<file path="config.mk">
export PLATFORM = sky130hd
export DESIGN_NAME = sd_chunk_reader
export DESIGN_NICKNAME = d
export VERILOG_FILES = /design/src/rtl/sd_chunk_reader.sv
export SDC_FILE = /design/constraint.sdc
export NUM_CORES = 1
export LEC_CHECK = 0
export ABC_AREA = 1
export ABC_CLOCK_PERIOD_IN_PS = 3600
export BUFFER_PORTS_ARGS = -buffer_cell sky130_fd_sc_hd__buf_2
export CAP_MARGIN = 20
export CELL_PAD_IN_SITES_DETAIL_PLACEMENT = 0
export CELL_PAD_IN_SITES_GLOBAL_PLACEMENT = 2
export CORE_ASPECT_RATIO = 1.5
export CORE_MARGIN = 2
export CORE_UTILIZATION = 33
export CTS_BUF_LIST = sky130_fd_sc_hd__clkbuf_4 sky130_fd_sc_hd__clkbuf_8
export DETAILED_ROUTE_END_ITERATION = 10
export GPL_TIMING_DRIVEN = 0
export PLACE_DENSITY_LB_ADDON = 0.1
export RECOVER_POWER = 100
export SLEW_MARGIN = 5
export SYNTH_ARGS = -nofsm -noshare
export SYNTH_HDL_FRONTEND = slang
export SYNTH_SLANG_ARGS = --single-unit
</file>
<file path="constraint.sdc">
create_clock -name clk -period 3.6 [get_ports clk]
set_clock_uncertainty 0.15 [all_clocks]
set_input_delay 0.18 -clock clk [delete_from_list [all_inputs] [get_ports clk]]
set_output_delay 0.18 -clock clk [all_outputs]
set_load 0.02 [all_outputs]
</file>
<file path="src/rtl/sd_chunk_reader.sv">
module sd_chunk_reader #(
  parameter int ADDR_W  = 32,
  parameter int LEN_W   = 16,
  parameter int POLL_W  = 16,
  parameter int NCR_MAX = 8
) (
  input  logic              clk,
  input  logic              rst_n,
  input  logic              start,
  input  logic [ADDR_W-1:0] start_addr,
  input  logic [LEN_W-1:0]  start_len,
  input  logic [LEN_W-1:0]  start_chunk,
  input  logic [POLL_W-1:0] tok_polls,
  output logic              busy,
  output logic              done,
  output logic [1:0]        status,
  output logic              spi_cs_n,
  output logic              spi_req,
  output logic [7:0]        spi_tx,
  input  logic              spi_ack,
  input  logic [7:0]        spi_rx,
  output logic              chunk_valid,
  input  logic              chunk_ready,
  output logic [7:0]        chunk_data,
  output logic              chunk_first,
  output logic              chunk_last,
  output logic [ADDR_W-1:0] chunk_addr,
  input  logic              chunk_stop
);
  localparam int BLK   = 512;
  localparam int OFS_W = 9;
  localparam int POS_W = OFS_W + 1;
  localparam logic [1:0] ST_OK  = 2'd0;
  localparam logic [1:0] ST_BAD = 2'd1;
  localparam logic [1:0] ST_RSP = 2'd2;
  localparam logic [1:0] ST_TMO = 2'd3;

  typedef enum logic [2:0] {S_IDLE, S_CMD, S_RSP, S_TOK, S_DATA, S_HOLD, S_CRC, S_TAIL} st_t;
  st_t st;

  logic [ADDR_W-1:0] base;
  logic [POS_W-1:0]  pos;
  logic [OFS_W-1:0]  skip;
  logic [LEN_W-1:0]  rem, iv, left;
  logic [POLL_W-1:0] plim, cnt;
  logic [2:0]        idx;
  logic              in_chunk, stop_req;
  logic [1:0]        err;

  wire [POS_W-1:0]  room      = POS_W'(BLK) - pos;
  wire              fits      = (LEN_W'(room) >= iv) && (rem >= iv) && !stop_req;
  wire              past_skip = pos >= POS_W'(skip);
  wire              take      = past_skip && (in_chunk || fits);
  wire              bad       = (start_chunk == '0) || (start_len < start_chunk) ||
                                (start_chunk > LEN_W'(BLK));
  wire              xfer      = spi_req && spi_ack;
  wire [POLL_W:0]   cnt_nx    = {1'b0, cnt} + 1'b1;
  wire [31:0]       arg       = 32'(base);

  assign busy     = (st != S_IDLE);
  assign spi_req  = (st == S_CMD) || (st == S_RSP) || (st == S_TOK) ||
                    (st == S_DATA) || (st == S_CRC) || (st == S_TAIL);
  assign spi_cs_n = (st == S_IDLE) || (st == S_TAIL);

  always_comb begin
    spi_tx = 8'hFF;
    if (st == S_CMD) begin
      case (idx)
        3'd0:    spi_tx = 8'h51;
        3'd1:    spi_tx = arg[31:24];
        3'd2:    spi_tx = arg[23:16];
        3'd3:    spi_tx = arg[15:8];
        3'd4:    spi_tx = arg[7:0];
        default: spi_tx = 8'hFF;
      endcase
    end
  end

  always_ff @(posedge clk) begin
    if (!rst_n) begin
      st          <= S_IDLE;
      done        <= 1'b0;
      status      <= ST_OK;
      base        <= '0;
      pos         <= '0;
      skip        <= '0;
      rem         <= '0;
      iv          <= '0;
      left        <= '0;
      plim        <= '0;
      cnt         <= '0;
      idx         <= '0;
      in_chunk    <= 1'b0;
      stop_req    <= 1'b0;
      err         <= ST_OK;
      chunk_valid <= 1'b0;
      chunk_data  <= '0;
      chunk_first <= 1'b0;
      chunk_last  <= 1'b0;
      chunk_addr  <= '0;
    end else begin
      done <= 1'b0;
      case (st)
        S_IDLE: if (start) begin
          if (bad) begin
            done   <= 1'b1;
            status <= ST_BAD;
          end else begin
            base     <= start_addr & ~ADDR_W'(BLK - 1);
            skip     <= start_addr[OFS_W-1:0];
            pos      <= '0;
            rem      <= start_len;
            iv       <= start_chunk;
            plim     <= tok_polls;
            stop_req <= 1'b0;
            in_chunk <= 1'b0;
            err      <= ST_OK;
            idx      <= '0;
            st       <= S_CMD;
          end
        end
        S_CMD: if (xfer) begin
          idx <= idx + 3'd1;
          if (idx == 3'd5) begin
            cnt <= '0;
            st  <= S_RSP;
          end
        end
        S_RSP: if (xfer) begin
          if (!spi_rx[7]) begin
            if (spi_rx == 8'h00) begin
              cnt <= '0;
              st  <= S_TOK;
            end else begin
              err <= ST_RSP;
              st  <= S_TAIL;
            end
          end else if (cnt == POLL_W'(NCR_MAX - 1)) begin
            err <= ST_RSP;
            st  <= S_TAIL;
          end else begin
            cnt <= cnt + 1'b1;
          end
        end
        S_TOK: if (xfer) begin
          if (spi_rx == 8'hFE) begin
            pos <= '0;
            st  <= S_DATA;
          end else if (cnt_nx >= {1'b0, plim}) begin
            err <= ST_TMO;
            st  <= S_TAIL;
          end else begin
            cnt <= cnt_nx[POLL_W-1:0];
          end
        end
        S_DATA: if (xfer) begin
          pos <= pos + 1'b1;
          if (take) begin
            chunk_data  <= spi_rx;
            chunk_valid <= 1'b1;
            chunk_first <= !in_chunk;
            if (!in_chunk) begin
              chunk_addr <= base + ADDR_W'(pos);
              left       <= iv - 1'b1;
              chunk_last <= (iv == LEN_W'(1));
              in_chunk   <= 1'b1;
            end else begin
              left       <= left - 1'b1;
              chunk_last <= (left == LEN_W'(1));
            end
            st <= S_HOLD;
          end else if (pos == POS_W'(BLK - 1)) begin
            idx <= '0;
            st  <= S_CRC;
          end
        end
        S_HOLD: if (chunk_ready) begin
          chunk_valid <= 1'b0;
          if (chunk_last) begin
            in_chunk <= 1'b0;
            rem      <= rem - iv;
            if (chunk_stop) stop_req <= 1'b1;
          end
          idx <= '0;
          st  <= (pos == POS_W'(BLK)) ? S_CRC : S_DATA;
        end
        S_CRC: if (xfer) begin
          idx <= idx + 3'd1;
          if (idx == 3'd1) begin
            if (stop_req || (rem < iv)) begin
              st <= S_TAIL;
            end else begin
              base <= base + ADDR_W'(BLK);
              pos  <= '0;
              skip <= '0;
              idx  <= '0;
              st   <= S_CMD;
            end
          end
        end
        S_TAIL: if (xfer) begin
          done   <= 1'b1;
          status <= err;
          st     <= S_IDLE;
        end
        default: st <= S_IDLE;
      endcase
    end
  end


  chunk_hold_chk: assert property (@(posedge clk) disable iff (!rst_n)
    chunk_valid && !chunk_ready |=> chunk_valid && $stable(chunk_data) &&
      $stable(chunk_addr) && $stable(chunk_first) && $stable(chunk_last));


  xfer_hold_chk: assert property (@(posedge clk) disable iff (!rst_n)
    spi_req && !spi_ack |=> spi_req && $stable(spi_tx));


  full_chunk_chk: assert property (@(posedge clk) disable iff (!rst_n)
    chunk_valid |-> rem >= iv);


  stop_chk: assert property (@(posedge clk) disable iff (!rst_n)
    stop_req |-> !(chunk_valid && chunk_first));


  done_idle_chk: assert property (@(posedge clk) disable iff (!rst_n)
    done |-> spi_cs_n && !spi_req && !chunk_valid);


  pos_bound_chk: assert property (@(posedge clk) disable iff (!rst_n)
    pos <= POS_W'(BLK));
endmodule

</file>
== Word-level counts from Yosys, hierarchy flattened ==
Index checks and enable logic that the tools add are counted.
Storage, ports and cells
  flip-flop bits (word level): 187
  bits of input ports: 94
  output and inout port bits: 57
  word-level logic and storage cells: 232
Operators by class
  add/sub/neg operators: 10
  order comparisons: 7
  equality and inequality tests: 46
  mux-type cells: 103
  bitwise logic cells: 2
  reductions and logical operators: 44
Operators by type and width (number)
  $mux 16: 14
  $mux 32: 5
  $mux 3: 29
  $mux 10: 8
  $pmux 32 s2: 1
  $pmux 16 s3: 1
  $mux 9: 5
  $pmux 10 s4: 1
  $pmux 8 s5: 1
  $reduce_and 9->1: 4
  $ne 2x2->1 const B: 17
  $add 32x10->32: 1
  $add 32x10->32 const B: 1
  $eq 16x1->1 const B: 2
  $lt 16x16->1: 2
  $pmux 16 s2: 1
  $sub 16x1->16 const B: 2
  $mux 2: 13
  $pmux 3 s8: 1
  $eq 3x3->1 const B: 6
  $pmux 9 s2: 1
  $add 16x1->17 const B: 1
  $ge 17x16->1: 1
  $add 16x1->16 const B: 1
  42 further kinds: 93

== Logic depth before layout (Yosys ltp) ==
Gate-level depths: netlist of run 1.
  word-level depth: 9
  gate-level depth with buffers: 24
  depth with buffers taken out: 24

== Worst setup path before layout of run 1 ==
Ideal clock, no wire load.
  kind: register to register
  start point: reg pos[0]
  end point: reg left[14]
  setup time: 0.128 ns
  arrival time: 2.747 ns
  required time: 3.322 ns
  setup slack: 0.575 ns
  stages on the path, launching flop included: 22
  buffers on the path: 1
  period minus slack after synthesis: 3.025 ns
  cells stage by stage: dfxtp_1 -> inv_1 -> ha_1 -> nand2_1 -> nor2_1 -> nand2_1 -> or2_2 -> nor2_1 -> xor2_1 -> ha_1 -> nand3_1 -> nor2_1 -> nand3_1 -> nand3_1 -> nand2_1 -> nand2_1 -> nand3_2 -> inv_4 -> nand2_4 -> buf_2 -> o21ai_1 -> nor2_1
Between the ends
  cells in the longest elaborated chain, start to end: 7
  elaborated cells between the ends (all ways): 8
  those cells by class: 1 x add/sub; 2 x order compare; 5 x reduce/logical
RTL lines
  start: declaration: line 42  | logic [POS_W-1:0] pos;
  start signal: assignment: line 157  | pos <= pos + 1'b1;
  $sub 10x10->10: line 50  | wire [POS_W-1:0] room = POS_W'(BLK) - pos;
  $ge 10x16->1: line 51  | wire fits = (LEN_W'(room) >= iv) && (rem >= iv) && !stop_req;
  $logic_and 1x1->1 (2 in series): line 51
  $logic_or 1x1->1: line 53  | wire take = past_skip && (in_chunk || fits);
  $logic_and 1x1->1 *: line 53
  $reduce_and 3->1 (no source line) *
  end signal: assignment: line 164  | left <= iv - 1'b1;
  end signal: assignment: line 168  | left <= left - 1'b1;
  end: declaration: line 44  | logic [LEN_W-1:0] rem, iv, left;
Every way passes the cells marked *; elsewhere a longest branch is shown, timed or not.
A chain may end at the register's enable or synchronous reset.

== Worst setup path in the final report of run 1 ==
  start point: reg iv[0]
  end point: reg base[17] (netlist: arg[17])
Between the ends
  cells in the longest elaborated chain, start to end: 4
RTL lines
  start: declaration: line 44
  start signal: assignment: line 113  | iv <= start_chunk;
  $lt 16x16->1: line 190  | if (stop_req || (rem < iv)) begin
  $logic_or 1x1->1: line 190
  $ne 2x2->1 (no source line)
  $reduce_and 6->1 (no source line)
  end signal: assignment: line 109  | base <= start_addr & ~ADDR_W'(BLK - 1);
  end signal: assignment: line 193  | base <= base + ADDR_W'(BLK);
  end: declaration: line 41  | logic [ADDR_W-1:0] base;
No other way between the ends.

==> results of run 1 <==
-- cells by family after synthesis --
group                    count (synthesis)  synth area share
flip-flops                             178             0.299
buffers and inverters                  320             0.106
AND/OR/NAND/NOR                        850             0.302
AO/OA/AOI/OAI                          380             0.169
adder cells (fa/ha/maj)                 81            0.0856
XOR/XNOR                                53            0.0389
-- state kept, by name (all words and copies together), names as in the netlist, 9 cells and up --
name	count
arg	23
chunk_addr	32
cnt	16
iv	16
left	16
plim	16
pos	10
rem	16
skip	9
-- per-stage QoR --
| stage | area, um2 | util |
|---|---|---|
| final | 14700 | 0.411 |
| after detailed placement | 13300 | 0.371 |
| after global placement | 13300 | 0.371 |
| after floorplan | 11900 | - |
| after CTS | 14500 | 0.407 |
| after global routing | 14700 | 0.411 |
-- Yosys cell counts (2+ instances only) --
master     count  share of area
clkbuf_2       2        0.00084
o211ai_1       5         0.0031
nand2_1      461           0.15
dfxtp_1      178           0.30
nand3b_1       6         0.0038
buf_4          9         0.0057
buf_6          2         0.0019
clkbuf_1      45          0.014
o21ai_1       13         0.0055
buf_2          8         0.0034
nand2_2        4         0.0021
o21a_1         2         0.0013
xor2_1        48          0.035
o31ai_1        3         0.0019
nor2_1       173          0.054
o21ai_0      107          0.045
nand4_1       25          0.013
o22ai_1        8         0.0042
nand3_1      116          0.049
o21bai_1       3         0.0019
nor3b_1        2         0.0013
nor3_1        29          0.012
a31oi_1        6         0.0031
or2_2         12         0.0063
xnor2_1        5         0.0037
a21oi_1      217          0.091
nor4_1        12         0.0063
inv_2         14         0.0044
and3_1         2         0.0010
inv_1        239          0.075
a2bb2oi_1      2         0.0015
nor3_2         2         0.0017
ha_1          80          0.084
o21ai_2        2         0.0015
o2111ai_1      3         0.0022
a21o_1         2         0.0013
-- what timing repair did --
action                                 CTS  global route
resized for setup                       12            38
pin swaps                                2            10
hold buffers                            82             1
buffers inserted                         1            12
gates cloned                             0             1
endpoints found under the hold margin   83             1
setup endpoints to repair               72            81
-- layout make-up --
cell class | count | area, um2 | share of cell area
antenna | 1 | 2.50 | 0.000170
buffer | 66 | 318 | 0.0216
clock buffer | 17 | 234 | 0.0159
clock inverter | 15 | 163 | 0.0111
inverter | 254 | 963 | 0.0656
multi-input combinational | 1364 | 7190 | 0.490
sequential | 178 | 3570 | 0.243
tap | 478 | 598 | 0.0407
timing repair buffer | 246 | 1640 | 0.112
-- worst min-delay path: stages --
cell and delay (ns):
buf_2 0.10, o21ai_0 0.19, a21oi_1 0.19
-- power by group --
group          internal [uW]  switching, uW  leakage [uW]  total (uW)
clock network            524            932      0.000198        1460
logic                   1390           2460       0.00486        3850
registers               2150            148       0.00144        2300
total                   4070           3540       0.00650        7610
-- worst max-delay path by stage --
stage               slack (ns)                         end  cells after the start
floorplan                 0.57       left[14]$_SDFFE_PN0P_                     21
global placement         -0.25         cnt[1]$_SDFFE_PN0P_                     21
detailed placement       -0.26         cnt[1]$_SDFFE_PN0P_                     21
CTS                       0.01  chunk_addr[6]$_SDFFE_PN0P_                     21
global route             -0.02         err[0]$_SDFFE_PN0P_                     22
finish                    0.23        arg[17]$_SDFFE_PN0P_                     14
-- routing by layer --
metal | vias up | GRT usage
met5 | - | 0
met4 | 0 | 0.0961
met3 | 68 | 0.0303
met2 | 221 | 0.484
met1 | 5990 | 0.241
li1 | 6591 | -
==> impl_metrics.py, run 1 <==
metrics = {
    "hold_path": {
        "min_to": "iv[2]$_SDFFE_PN0P_",
        "holdCritPathClass": "input pin to register",
        "holdCritStartpoint": "start_chunk[2]",
        "min_path_cells": 3,
    },
    "global_route": {
        "antenna_found_initial": 1,
        "grt_overflow": 0,
        "grt_pass1_wl_um": 69500,
        "grt_max_degree": 20,
        "first_global_vias": 12900,
        "grt_use_total": 0.238,
    },
    "placed_design": {
        "numPortBuffers": 149,
        "gp_congestion": 0.916,
        "dp_slack_ns": -0.264,
        "dp_hpwl_um": 36400,
        "dp.cells": 2489,
    },
    "run": {
        "maxCapViolCount": 0,
    },
    "sta": {
        "period_needed_ns": 3.37,
        "finalHoldViolations": 0,
        "fmax_ghz": 0.297,
        "period_share": 0.936,
        "slew_violations": 0,
        "tightest_slew_ns": 0.952,
        "tns_ns": 0,
        "layout_setup_ws_ns": 0.230,
        "hold_ws_ns": 0.0402,
        "setup_viol": 0,
        "maxSlewHeadroom": 0.360,
    },
    "clock_tree": {
        "worstSkewPairLatency_ns": 0.52,
        "cts_root_buffer": "clkbuf_8",
        "numCtsBuffers": 17,
        "clk_pin_slew_ns": 0.12,
        "cts_max_path_buffers": 2,
        "tritoncts": "done",
        "cts.sinks": 178,
        "h-tree-depth": 4,
    },
    "critical_path": {
        "startpoint": "iv[0]$_SDFFE_PN0P_",
        "rr_worst_depth": 14,
        "slowest_stage": "dfxtp_1",
        "required_ns": 3.87,
        "path_cells": "ha_1 -> fa_1 -> inv_1 -> nand3_1 -> nand2_1 -> nand2_1 -> nand2_1 -> nand2_1 -> nand2_1 -> nand2_1 -> o21ai_2 -> nand2_1 -> clkbuf_1 -> a21oi_1",
        "r2r_end": "arg[17]$_SDFFE_PN0P_",
        "cp.buffers_inverters": 2,
        "cp-start-kind": "register",
        "critical_path_class": "register to register",
        "crit_arrival_ns": 3.64,
        "crit_top_cell": "nand2_1",
        "crit_family": "simple AND/OR/NAND/NOR gates",
        "path_max_fanout": 10,
        "rr_startpoint": "iv[0]$_SDFFE_PN0P_",
        "cp-end-kind": "register",
        "slowest_delay_ns": 0.45,
        "r2r_slack_ns": 0.23,
    },
    "drt": {
        "dr_total_vias": 12900,
        "met1_length_um": 17200,
        "wl_met2_um": 25100,
        "drt-pass1-iter-count": 5,
        "wl_met3_um": 1290,
        "ant_nets": 0,
        "routed_wl_um": 45300,
        "drt_first_iter_violations": 712,
        "drc": 0,
        "routed.top_layer": "met4",
        "wl_per_cell_um": 17.3,
        "vias_per_cell": 4.91,
    },
    "synthesis": {
        "synth_area_um2": 11900,
        "syn_nets": 2037,
        "synthCells": 1862,
        "syn_avg_cell_area_um2": 6.41,
        "synth-edff-count": 0,
        "seq_area_frac_synth": 0.299,
        "ys.flop_type": "dfxtp_1",
        "ys_types": 51,
        "synth-seq-cells": 178,
        "ys_async_sr_fraction": 0,
        "ys_warn_count": 0,
    },
    "finish": {
        "nFillCells": 4025,
        "layout_common_cells": "459 x nand2_1, 236 x inv_1, 217 x a21oi_1",
        "layout.nets": 2302,
        "fin_cells": 2619,
        "drive_gt1_frac": 0.105,
        "final_common_cell": "nand2_1",
        "area_delta_synth_final_pct": 23.1,
    },
    "power_and_ir_drop": {
        "powerDensity_nw_per_um2": 518,
        "power.leakage_uw": 0.00650,
        "vdd_drop_max_uv": 222,
        "p_total_uw": 7610,
    },
    "die": {
        "die_x_um": 159,
        "die_height_um": 237,
        "core_area_um2": 35700,
        "dieArea_um2": 37700,
        "rows": 85,
        "io_pins": 151,
        "start_util": 0.334,
    },
    "run_status": {
        "status": "finished, final reports clean",
    },
}
Power figures use the tool's default switching activity.
==> run 2, diff against run 1 <==
--- a/config.mk
+++ b/config.mk
@@ -8,3 +8,3 @@
 export ABC_AREA = 1
-export ABC_CLOCK_PERIOD_IN_PS = 3600
+export ABC_CLOCK_PERIOD_IN_PS = 3100
 export BUFFER_PORTS_ARGS = -buffer_cell sky130_fd_sc_hd__buf_2
@@ -15,3 +15,3 @@
 export CORE_MARGIN = 2
-export CORE_UTILIZATION = 33
+export CORE_UTILIZATION = 30
 export CTS_BUF_LIST = sky130_fd_sc_hd__clkbuf_4 sky130_fd_sc_hd__clkbuf_8
==> constraint.sdc (replaced) <==
create_clock -name clk -period 3.1 [get_ports clk]
set_clock_uncertainty 0.15 [all_clocks]
set_input_delay 0.155 -clock clk [delete_from_list [all_inputs] [get_ports clk]]
set_output_delay 0.155 -clock clk [all_outputs]
set_load 0.1 [all_outputs]
==> run 2 against run 1 <==
Maximum frequency is 6.6% higher. Global-route usage is 0.76 points lower. Sequential power is 17% higher. Clock-buffer cell count stayed put. Largest cell class unchanged. The flow now finishes with violations (negative setup slack). Power is 37% higher. Worst hold slack better by 0.035 ns. Die area is 9.8% higher. Critical endpoint is now cnt[2]$_SDFFE_PN0P_. Worst setup slack worse by 0.29 ns. Sequential cell count stayed put. First-iteration DRC count is 22% lower. Clock power is 17% higher. Non-clock buffer count is 43 higher.
==> impl_metrics.py, run 2 (same netlist as run 1, synthesis figures left out) <==
metrics = {
    "drt": {
        "drt_first_iter_violations": 552,
        "drt-pass1-iter-count": 5,
        "routed_wl_um": 48500,
        "dr_total_vias": 13100,
        "wl_per_cell_um": 18.0,
        "vias_per_cell": 4.89,
        "ant_nets": 0,
        "drc": 0,
    },
    "global_route": {
        "grt_use_total": 0.231,
        "antenna_found_initial": 2,
        "grt_overflow": 0,
        "grt_max_degree": 20,
        "grt_pass1_wl_um": 73100,
        "first_global_vias": 13100,
    },
    "finish": {
        "final_area_um2": 16500,
        "nFillCells": 4298,
        "final_common_cell": "nand2_1",
        "postLayoutCoreUtil": 0.419,
        "drive_gt1_frac": 0.214,
        "layout.nets": 2346,
        "layout_common_cells": "387 x nand2_1, 230 x inv_1, 173 x a21oi_1",
        "largest_register_ffs": 32,
        "multi_input_area_um2": 8160,
        "area_delta_synth_final_pct": 37.9,
        "regMostFlops": "chunk_addr",
        "seqCellArea_um2": 3590,
    },
    "sta": {
        "slew_violations": 0,
        "period_needed_ns": 3.16,
        "period_share": 1.02,
        "rsz0062_at_grt": "true",
        "maxSlewHeadroom": 0.152,
        "fmax_ghz": 0.316,
        "setup_viol": 18,
        "layout_setup_ws_ns": -0.0607,
        "tightest_slew_ns": 1.28,
        "finalHoldViolations": 0,
    },
    "hold_path": {
        "min_to": "in_chunk$_SDFFE_PN0P_",
        "holdCritPathClass": "input pin to register",
        "holdCritStartpoint": "start",
        "min_path_cells": 5,
    },
    "critical_path": {
        "path_max_fanout": 6,
        "rr_worst_depth": 19,
        "cp-start-kind": "register",
        "rr_startpoint": "cnt[1]$_SDFFE_PN0P_",
        "required_ns": 3.41,
        "crit_arrival_ns": 3.47,
        "critical_path_class": "register to register",
        "r2r_end": "cnt[2]$_SDFFE_PN0P_",
        "r2r_slack_ns": -0.06,
        "cp-end-kind": "register",
    },
    "power_and_ir_drop": {
        "power.leakage_uw": 0.00721,
        "vdd_drop_max_uv": 468,
        "powerDensity_nw_per_um2": 635,
    },
    "placed_design": {
        "dp_hpwl_um": 37500,
        "numPortBuffers": 149,
        "gp_congestion": 0.904,
        "place_area_um2": 13300,
        "dp_slack_ns": -0.718,
    },
    "die": {
        "rows": 89,
        "start_util": 0.303,
        "die_x_um": 167,
        "dieArea_um2": 41400,
        "die_height_um": 248,
        "core_area_um2": 39300,
        "io_pins": 151,
    },
    "clock_tree": {
        "cts.sinks": 178,
        "cts_root_buffer": "clkbuf_8",
        "numCtsBuffers": 17,
        "h-tree-depth": 4,
        "worstSkewPairLatency_ns": 0.53,
        "tritoncts": "done",
        "clk_pin_slew_ns": 0.12,
        "cts_max_path_buffers": 2,
    },
    "run_status": {
        "status": "finished with violations",
        "violations": "negative setup slack",
    },
    "run": {
        "maxCapViolCount": 0,
    },
}
[run 2: area by class of cell]
type                            count  area share
Clock buffer                       17      0.0142
Buffer                             65      0.0255
Sequential cell                   178       0.218
Multi-Input combinational cell   1365       0.496
Timing Repair Buffer              290       0.138
Antenna cell                        2    0.000304
Tap cell                          500      0.0380
Inverter                          254      0.0603
Clock inverter                     15     0.00973
[run 2: how the worst max path moves through the flow]
stage	start	to	slack [ns]	cells after the start
finish	cnt[1]$_SDFFE_PN0P_	cnt[2]$_SDFFE_PN0P_	-0.06	19
global route	cnt[2]$_SDFFE_PN0P_	cnt[14]$_SDFFE_PN0P_	-0.29	21
CTS	cnt[1]$_SDFFE_PN0P_	cnt[14]$_SDFFE_PN0P_	-0.15	24
detailed placement	cnt[0]$_SDFFE_PN0P_	cnt[15]$_SDFFE_PN0P_	-0.72	21
global placement	cnt[0]$_SDFFE_PN0P_	cnt[15]$_SDFFE_PN0P_	-0.73	21
floorplan	pos[0]$_SDFFE_PN0P_	left[14]$_SDFFE_PN0P_	0.07	21
[run 2: power breakdown]
| part | leakage, uW | total, uW | switching (uW) | internal [uW] |
|---|---|---|---|---|
| logic | 0.00556 | 6050 | 3790 | 2260 |
| clock network | 0.000198 | 1710 | 1100 | 610 |
| registers | 0.00144 | 2690 | 185 | 2500 |
[run 2: critical path: stages (launching register included)]
cell and delay (ns):
dfxtp_4 0.40, nand2_4 0.05, nor2_4 0.11, nand3_2 0.08
nor2_2 0.10, inv_2 0.06, nor3_4 0.17, buf_6 0.14
nand3_2 0.08, xor2_2 0.17, ha_1 0.31, nand2_1 0.06
nor4_1 0.29, nand4_1 0.21, nand3_2 0.15, nand2_4 0.07
nand2_8 0.15, buf_8 0.15, o21ai_2 0.05, a21oi_1 0.13
[run 2: per-layer routing]
layer / GRT usage / up-vias / part of all wire
met5: 0 / - / 0
met4: 0.103 / 0 / 0.040
met3: 0.0310 / 74 / 0.028
met2: 0.460 / 224 / 0.55
met1: 0.237 / 6163 / 0.38
li1: - / 6685 / -
[run 2: timing repair]
item,4_1_cts,5_1_grt
setup endpoints to repair,125,133
setup buffers,35,12
resized for setup,180,199
hold buffers,84,0
cloned,9,3
pin swaps,62,83
hold endpoints to repair,85,0
[run 2: metrics by stage]
step | hold WS [ns] | TNS [ns] | std cells | total power (uW)
6_report | 0.0754 | -0.712 | 2686 | 10400
5_1_grt | 0.108 | -15.83 | 2685 | 11300
4_1_cts | 0.0230 | -4.93 | 2671 | 10200
3_5_place_dp | 0.289 | -49.10 | 2512 | 7320
3_3_place_gp | 0.293 | -48.78 | 2511 | 7320
2_1_floorplan | 0.169 | 0 | 1862 | 6100
